$ cat src/rtl/sdh_irq_pkg.sv
package sdh_irq_pkg;
  localparam int W = 32;
  localparam logic [W-1:0] STICKY_M = 32'hC300_782F;
  localparam logic [W-1:0] LEVEL_M  = 32'h3C00_01C0;
  localparam logic [W-1:0] ERR_M    = 32'h0000_002F;
  localparam logic [W-1:0] EN_M     = 32'h0007_F01F;
  localparam int CODE_LO = 9;
  localparam int CODE_W  = 2;
  localparam logic [CODE_W-1:0] CODE_NO_CRC = 2'd2;

  // status bit positions used by the interrupt logic
  localparam int S_INS = 31, S_REM = 30, S_SDIO = 14, S_CMD = 13;
  localparam int S_WDONE = 12, S_RDONE = 11, S_BRD = 7, S_BWR = 6, S_WCRC = 2;

  // enable bit positions
  localparam int E_RD = 0, E_WR = 1, E_CMD = 2, E_BWR = 3, E_BRD = 4;
  localparam int E_DAT0 = 12, E_SDIO = 13, E_REM = 14, E_INS = 15;
  localparam int E_WREM = 16, E_WINS = 17, E_WSDIO = 18;
endpackage

$ cat src/rtl/sdh_status_reg.sv
module sdh_status_reg
  import sdh_irq_pkg::*;
(
  input  logic              clk_i,
  input  logic              rst_ni,
  input  logic              clr_i,
  input  logic [W-1:0]      clr_mask_i,
  input  logic [W-1:0]      ev_i,
  input  logic [W-1:0]      lvl_i,
  input  logic              crc_vld_i,
  input  logic [CODE_W-1:0] crc_code_i,
  output logic [W-1:0]      status_o
);
  logic [W-1:0]      set_v, clr_v, bit_q;
  logic [CODE_W-1:0] code_q;
  logic              crc_err;

  assign crc_err = crc_vld_i && (crc_code_i != '0);
  assign set_v   = (ev_i & STICKY_M) | (W'(crc_err) << S_WCRC);
  assign clr_v   = clr_i ? clr_mask_i : '0;

  for (genvar i = 0; i < W; i++) begin : g_bit
    if (STICKY_M[i]) begin : g_sticky
      always_ff @(posedge clk_i or negedge rst_ni)
        if (!rst_ni)        bit_q[i] <= 1'b0;
        else if (set_v[i])  bit_q[i] <= 1'b1;  // event beats clear
        else if (clr_v[i])  bit_q[i] <= 1'b0;
    end else if (LEVEL_M[i]) begin : g_level
      always_ff @(posedge clk_i or negedge rst_ni)
        if (!rst_ni) bit_q[i] <= 1'b0;
        else         bit_q[i] <= lvl_i[i];
    end else begin : g_zero
      assign bit_q[i] = 1'b0;
    end
  end

  always_ff @(posedge clk_i or negedge rst_ni)
    if (!rst_ni)              code_q <= '0;
    else if (crc_vld_i)       code_q <= crc_code_i;
    else if (clr_v[S_WCRC])   code_q <= '0;

  assign status_o = bit_q | (W'(code_q) << CODE_LO);
endmodule

$ cat src/rtl/sdh_int_en_reg.sv
module sdh_int_en_reg
  import sdh_irq_pkg::*;
(
  input  logic         clk_i,
  input  logic         rst_ni,
  input  logic         ld_i,
  input  logic [W-1:0] data_i,
  output logic [W-1:0] en_o
);
  logic [W-1:0] en_q;

  always_ff @(posedge clk_i or negedge rst_ni)
    if (!rst_ni)   en_q <= '0;
    else if (ld_i) en_q <= data_i & EN_M;

  assign en_o = en_q;
endmodule

$ cat src/rtl/sdh_irq_comb.sv
module sdh_irq_comb
  import sdh_irq_pkg::*;
(
  input  logic [W-1:0] status_i,
  input  logic [W-1:0] en_i,
  input  logic         dat0_i,
  output logic         irq_o,
  output logic         wake_o,
  output logic         err_o,
  output logic         no_crc_o
);
  logic [8:0] src;

  always_comb begin
    src[0] = en_i[E_RD]   & status_i[S_RDONE];
    src[1] = en_i[E_WR]   & status_i[S_WDONE];
    src[2] = en_i[E_CMD]  & status_i[S_CMD];
    src[3] = en_i[E_BWR]  & status_i[S_BWR];
    src[4] = en_i[E_BRD]  & status_i[S_BRD];
    src[5] = en_i[E_DAT0] & dat0_i;
    src[6] = en_i[E_SDIO] & status_i[S_SDIO];
    src[7] = en_i[E_REM]  & status_i[S_REM];
    src[8] = en_i[E_INS]  & status_i[S_INS];
  end

  assign irq_o    = |src;
  assign wake_o   = (en_i[E_WREM] & status_i[S_REM]) |
                    (en_i[E_WINS] & status_i[S_INS]) |
                    (en_i[E_WSDIO] & status_i[S_SDIO]);
  assign err_o    = |(status_i & ERR_M);
  assign no_crc_o = status_i[S_WCRC] &&
                    (status_i[CODE_LO +: CODE_W] == CODE_NO_CRC);
endmodule

$ cat src/rtl/sdh_irq_unit.sv
module sdh_irq_unit
  import sdh_irq_pkg::*;
(
  input  logic        clk_i,
  input  logic        rst_ni,
  input  logic        wr_i,
  input  logic        wr_sel_i,
  input  logic [31:0] wr_data_i,
  input  logic [31:0] ev_i,
  input  logic [31:0] lvl_i,
  input  logic        crc_vld_i,
  input  logic [1:0]  crc_code_i,
  input  logic        dat0_i,
  output logic [31:0] status_o,
  output logic [31:0] int_en_o,
  output logic        irq_o,
  output logic        wake_o,
  output logic        err_o,
  output logic        no_crc_o
);
  logic [W-1:0] status, int_en;

  sdh_status_reg i_status (
    .clk_i, .rst_ni,
    .clr_i      (wr_i && !wr_sel_i),
    .clr_mask_i (wr_data_i),
    .ev_i, .lvl_i, .crc_vld_i, .crc_code_i,
    .status_o   (status)
  );

  sdh_int_en_reg i_en (
    .clk_i, .rst_ni,
    .ld_i   (wr_i && wr_sel_i),
    .data_i (wr_data_i),
    .en_o   (int_en)
  );

  sdh_irq_comb i_comb (
    .status_i (status),
    .en_i     (int_en),
    .dat0_i,
    .irq_o, .wake_o, .err_o, .no_crc_o
  );

  assign status_o = status;
  assign int_en_o = int_en;
endmodule

$ cat config.mk
export PLATFORM = sky130hd
export DESIGN_NAME = sdh_irq_unit
export DESIGN_NICKNAME = d
export VERILOG_FILES = /design/src/rtl/sdh_irq_pkg.sv /design/src/rtl/sdh_status_reg.sv /design/src/rtl/sdh_int_en_reg.sv /design/src/rtl/sdh_irq_comb.sv /design/src/rtl/sdh_irq_unit.sv
export SDC_FILE = /design/constraint.sdc
export NUM_CORES = 1
export LEC_CHECK = 0
export CORE_MARGIN = 2
export CORE_UTILIZATION = 25
export DETAILED_ROUTE_END_ITERATION = 6
export GPL_TIMING_DRIVEN = 0
export PLACE_DENSITY = 0.85
export SLEW_MARGIN = 5
export SYNTH_ARGS = -nofsm -noshare
export SYNTH_HDL_FRONTEND = slang
export SYNTH_SLANG_ARGS = --single-unit
$ cat constraint.sdc
create_clock -name clk_i -period 1.1 [get_ports clk_i]
set_input_delay 0.11 -clock clk_i [delete_from_list [all_inputs] [get_ports clk_i]]
set_output_delay 0.11 -clock clk_i [all_outputs]
set_load 0.005 [all_outputs]
==> flow_summary_export.csv <==
group,metric,value,unit
yosys,ys_seq_elements,34,
worst_setup_path,crit_fanout,3,
clocking,htreeDepth,2,
floorplan,initial_core_util,25.6,%
yosys,synth_top_family_by_area,"buffers and inverters",
placed_design,dp.cells,313,
global_routing,grt_max_degree,35,
global_routing,grtUsageTotal,13.1,%
sta,worst_slack,-0.326,ns
power,combPwrFrac,22.7,%
detailed_routing,drt-vias-per-instance,3.97,
worst_setup_path,crit_path_end_kind,"output pin",
floorplan,fp.dieH,81.5,µm
floorplan,core_area,5850,µm²
hold_path,holdCritPathClass,"in2reg",
yosys,ys_seq_area_share,56.7,%
power,p_sw_share,23.6,%
cells_and_area,nets,367,
power,internal-power,2.48,mW
power,power.density,1170,nW/µm²
cells_and_area,multi_input_area,538,µm²
placed_design,place.port_buffers,83,
sta,setup_violations,7,
cells_and_area,drive_gt1_share,32.6,%
cells_and_area,antenna_cells,0,
yosys,avgSynthCellArea,11.9,µm²
sta,fin_crit_sh,130,%
clocking,clk_pin_slew,0.07,ns
floorplan,die_w,81.5,µm
clocking,cts_buffers,5,
worst_setup_path,worstPathArrival,1.32,ns
yosys,synth_warnings,0,
clocking,clk_root_buffer_cell,"clkbuf_8",
yosys,synth_simple_gate_area_share,7.76,%
global_routing,grt_pass1_vias,1385,
yosys,synth_area,1500,µm²
sta,fmax,0.701,GHz
power,p_leak,1.30,nW
global_routing,overflow,0,
clocking,cts_tree,"built",
power,peakVddDrop,0.685,mV
global_routing,grt_use_met1,13.8,%
clocking,clock_latency,0.27,ns
yosys,synth.distinct_cells,18,
yosys,synth_commonest_cells,"dfrtp_1, buf_4, nand2_1",
global_routing,grt_util_met2,24.8,%
yosys,synth_top_area_cell,"dfrtp_1",
detailed_routing,drt_drc_violations_left,0,
floorplan,ios,172,
yosys,synth_mux_area_share,9.01,%
job,drv_cap,0,
power,seqPwrFrac,44.3,%
yosys,synth_compound_area_share,10.0,%
floorplan,die_area,6640,µm²
yosys,synthXorXnorAreaFrac,0,%
sta,tns,-1.10,ns
worst_setup_path,timing.setup.critical_path_class,"reg2out",
yosys,synthArstFlopShare,100,%
worst_setup_path,critical_path_required,0.99,ns
placed_design,gp_congestion,0.734,
sta,rsz0062_at_grt,"yes",
detailed_routing,postRouteAntennaNets,0,
yosys,synth.most_common_cell,"dfrtp_1",
yosys,synthTopCellsByArea,"dfrtp_1, buf_4, mux2_2, a21o_1, nand2_1",
yosys,synth_fa_ha_area_share,0,%
global_routing,use_met3,4.07,%
yosys,yosys.area.top_type_share,56.7,%
cells_and_area,fin_cells,339,
yosys,syn_inst,126,
yosys,yosys_most_used_dff,"dfrtp_1",
worst_setup_path,cp-start-kind,"flip-flop",
cells_and_area,fill_cells,561,
power,finalPower,3.24,mW
power,pwr-share-clk,33.0,%
sta,tightest_slew,0.769,ns
clocking,clock_path_buffers,2,
detailed_routing,drt_iter0_drc,35,
floorplan,rows,28,
clocking,cts_sinks,34,
sta,fin_crit,1.43,ns
sta,drv_slew,0,
global_routing,grt_pass1_wl,6470,µm
power,switchingPower,0.766,mW
detailed_routing,wl,4270,µm
sta,slew-limit-headroom,48.7,%
global_routing,antenna_found_initial,0,
status,violations,"negative setup slack",
detailed_routing,via_count,1347,
global_routing,busiest_layer,"met2",
detailed_routing,drtPass1Iterations,4,
status,status,"complete, but fails checks",
cells_and_area,syn2layout_area_growth,84.2,%
cells_and_area,utilization,47.2,%
yosys,synth-edff-count,0,
sta,skew,0,ns
sta,hold_viol_final,0,
detailed_routing,wl_per_cell,12.6,µm
cells_and_area,regArea,851,µm²
placed_design,dp_hpwl,3230,µm
## layout make-up
cell class	count	area share [%]
sequential	34	30.8
clock buffer	8	3.98
tap	75	3.40
multi-input combinational	88	19.5
inverter	1	0.136
timing repair buffer	101	33.1
buffer	32	9.10
## per-stage QoR
stage	worst slack (ns)	area, µm²	hold WS, ns
2_1_floorplan	0.0779	1610	-0.186
3_3_place_gp	-0.777	2530	0.458
3_5_place_dp	-0.420	2530	0.227
4_1_cts	-0.352	2720	0.255
5_1_grt	-0.405	2760	0.270
6_report	-0.326	2760	0.262
## kinds of logic (layout without fill, tap and decap cells)
group / Yosys count / in the layout
compound gates: 20 / 20
buf+inv: 33 / 142
flops: 34 / 34
mux: 12 / 12
other cells: 1 / 30
simple gates: 26 / 26
## cell usage in the layout (no fill, tap or decap), types with 2 or more instances in the layout
cell and n:
a21o_1 12, a222oi_1 2, buf_2 9, buf_4 42, buf_6 9, clkbuf_8 8, clkdlybuf4s15_1 2, clkdlybuf4s50_1 45
conb_1 30, dfrtp_1 34, dlygate4sd2_1 24, mux2_2 12, nand2_1 18, nand3b_1 2, o21ai_0 3
## final timing paths
path	depth (start not counted)	end	slack, ns	from
max	4	irq_o	-0.33	i_en.en_o[3]
min	1	i_status.bit_q[29]	0.26	lvl_i[29]
max reg2reg	2	i_en.en_o[14]	0.20	i_en.en_o[14]
min reg2reg	1	i_status.bit_q[24]	0.48	i_status.bit_q[24]
max in group asynchronous	2	i_en.en_o[0]	0.18	rst_ni
min in group asynchronous	2	i_en.en_o[14]	0.44	rst_ni
## per-layer routing
layer / part of all wire, % / wire, µm
met1: 37 / 1590
met2: 53 / 2270
met3: 8.8 / 376
met4: 0.73 / 31
met5: 0 / 0
## flip-flops by register name (all words and copies together) (netlist names)
| register | flops |
|---|---|
| i_status.bit_q | 20 |
| i_en.en_o | 12 |
| i_status.code_q | 2 |
## critical path, cell delays in order, from the launching register on
cell and delay (ns):
dfrtp_1 0.40, a22o_1 0.23, a221oi_2 0.17, nand3_1 0.09, buf_2 0.14
## repair_timing
| item | in CTS | in global routing |
|---|---|---|
| endpoints found under the setup margin | 48 | 28 |
| hold buffers | 1 | 0 |
| setup buffers | 15 | 2 |
| endpoints found under the hold margin | 34 | 0 |
| pin swaps | 5 | 2 |
| resized for setup | 77 | 10 |
## power groups by stage
stage | logic [mW] | registers [mW] | clock network, mW
2_1_floorplan | 0.247 | 1.46 | 0
3_3_place_gp | 0.719 | 1.46 | 0
5_1_grt | 0.806 | 1.45 | 1.14
4_1_cts | 0.721 | 1.44 | 1.10
6_report | 0.738 | 1.44 | 1.07
3_5_place_dp | 0.726 | 1.47 | 0
(Power assumes the default switching activity.)
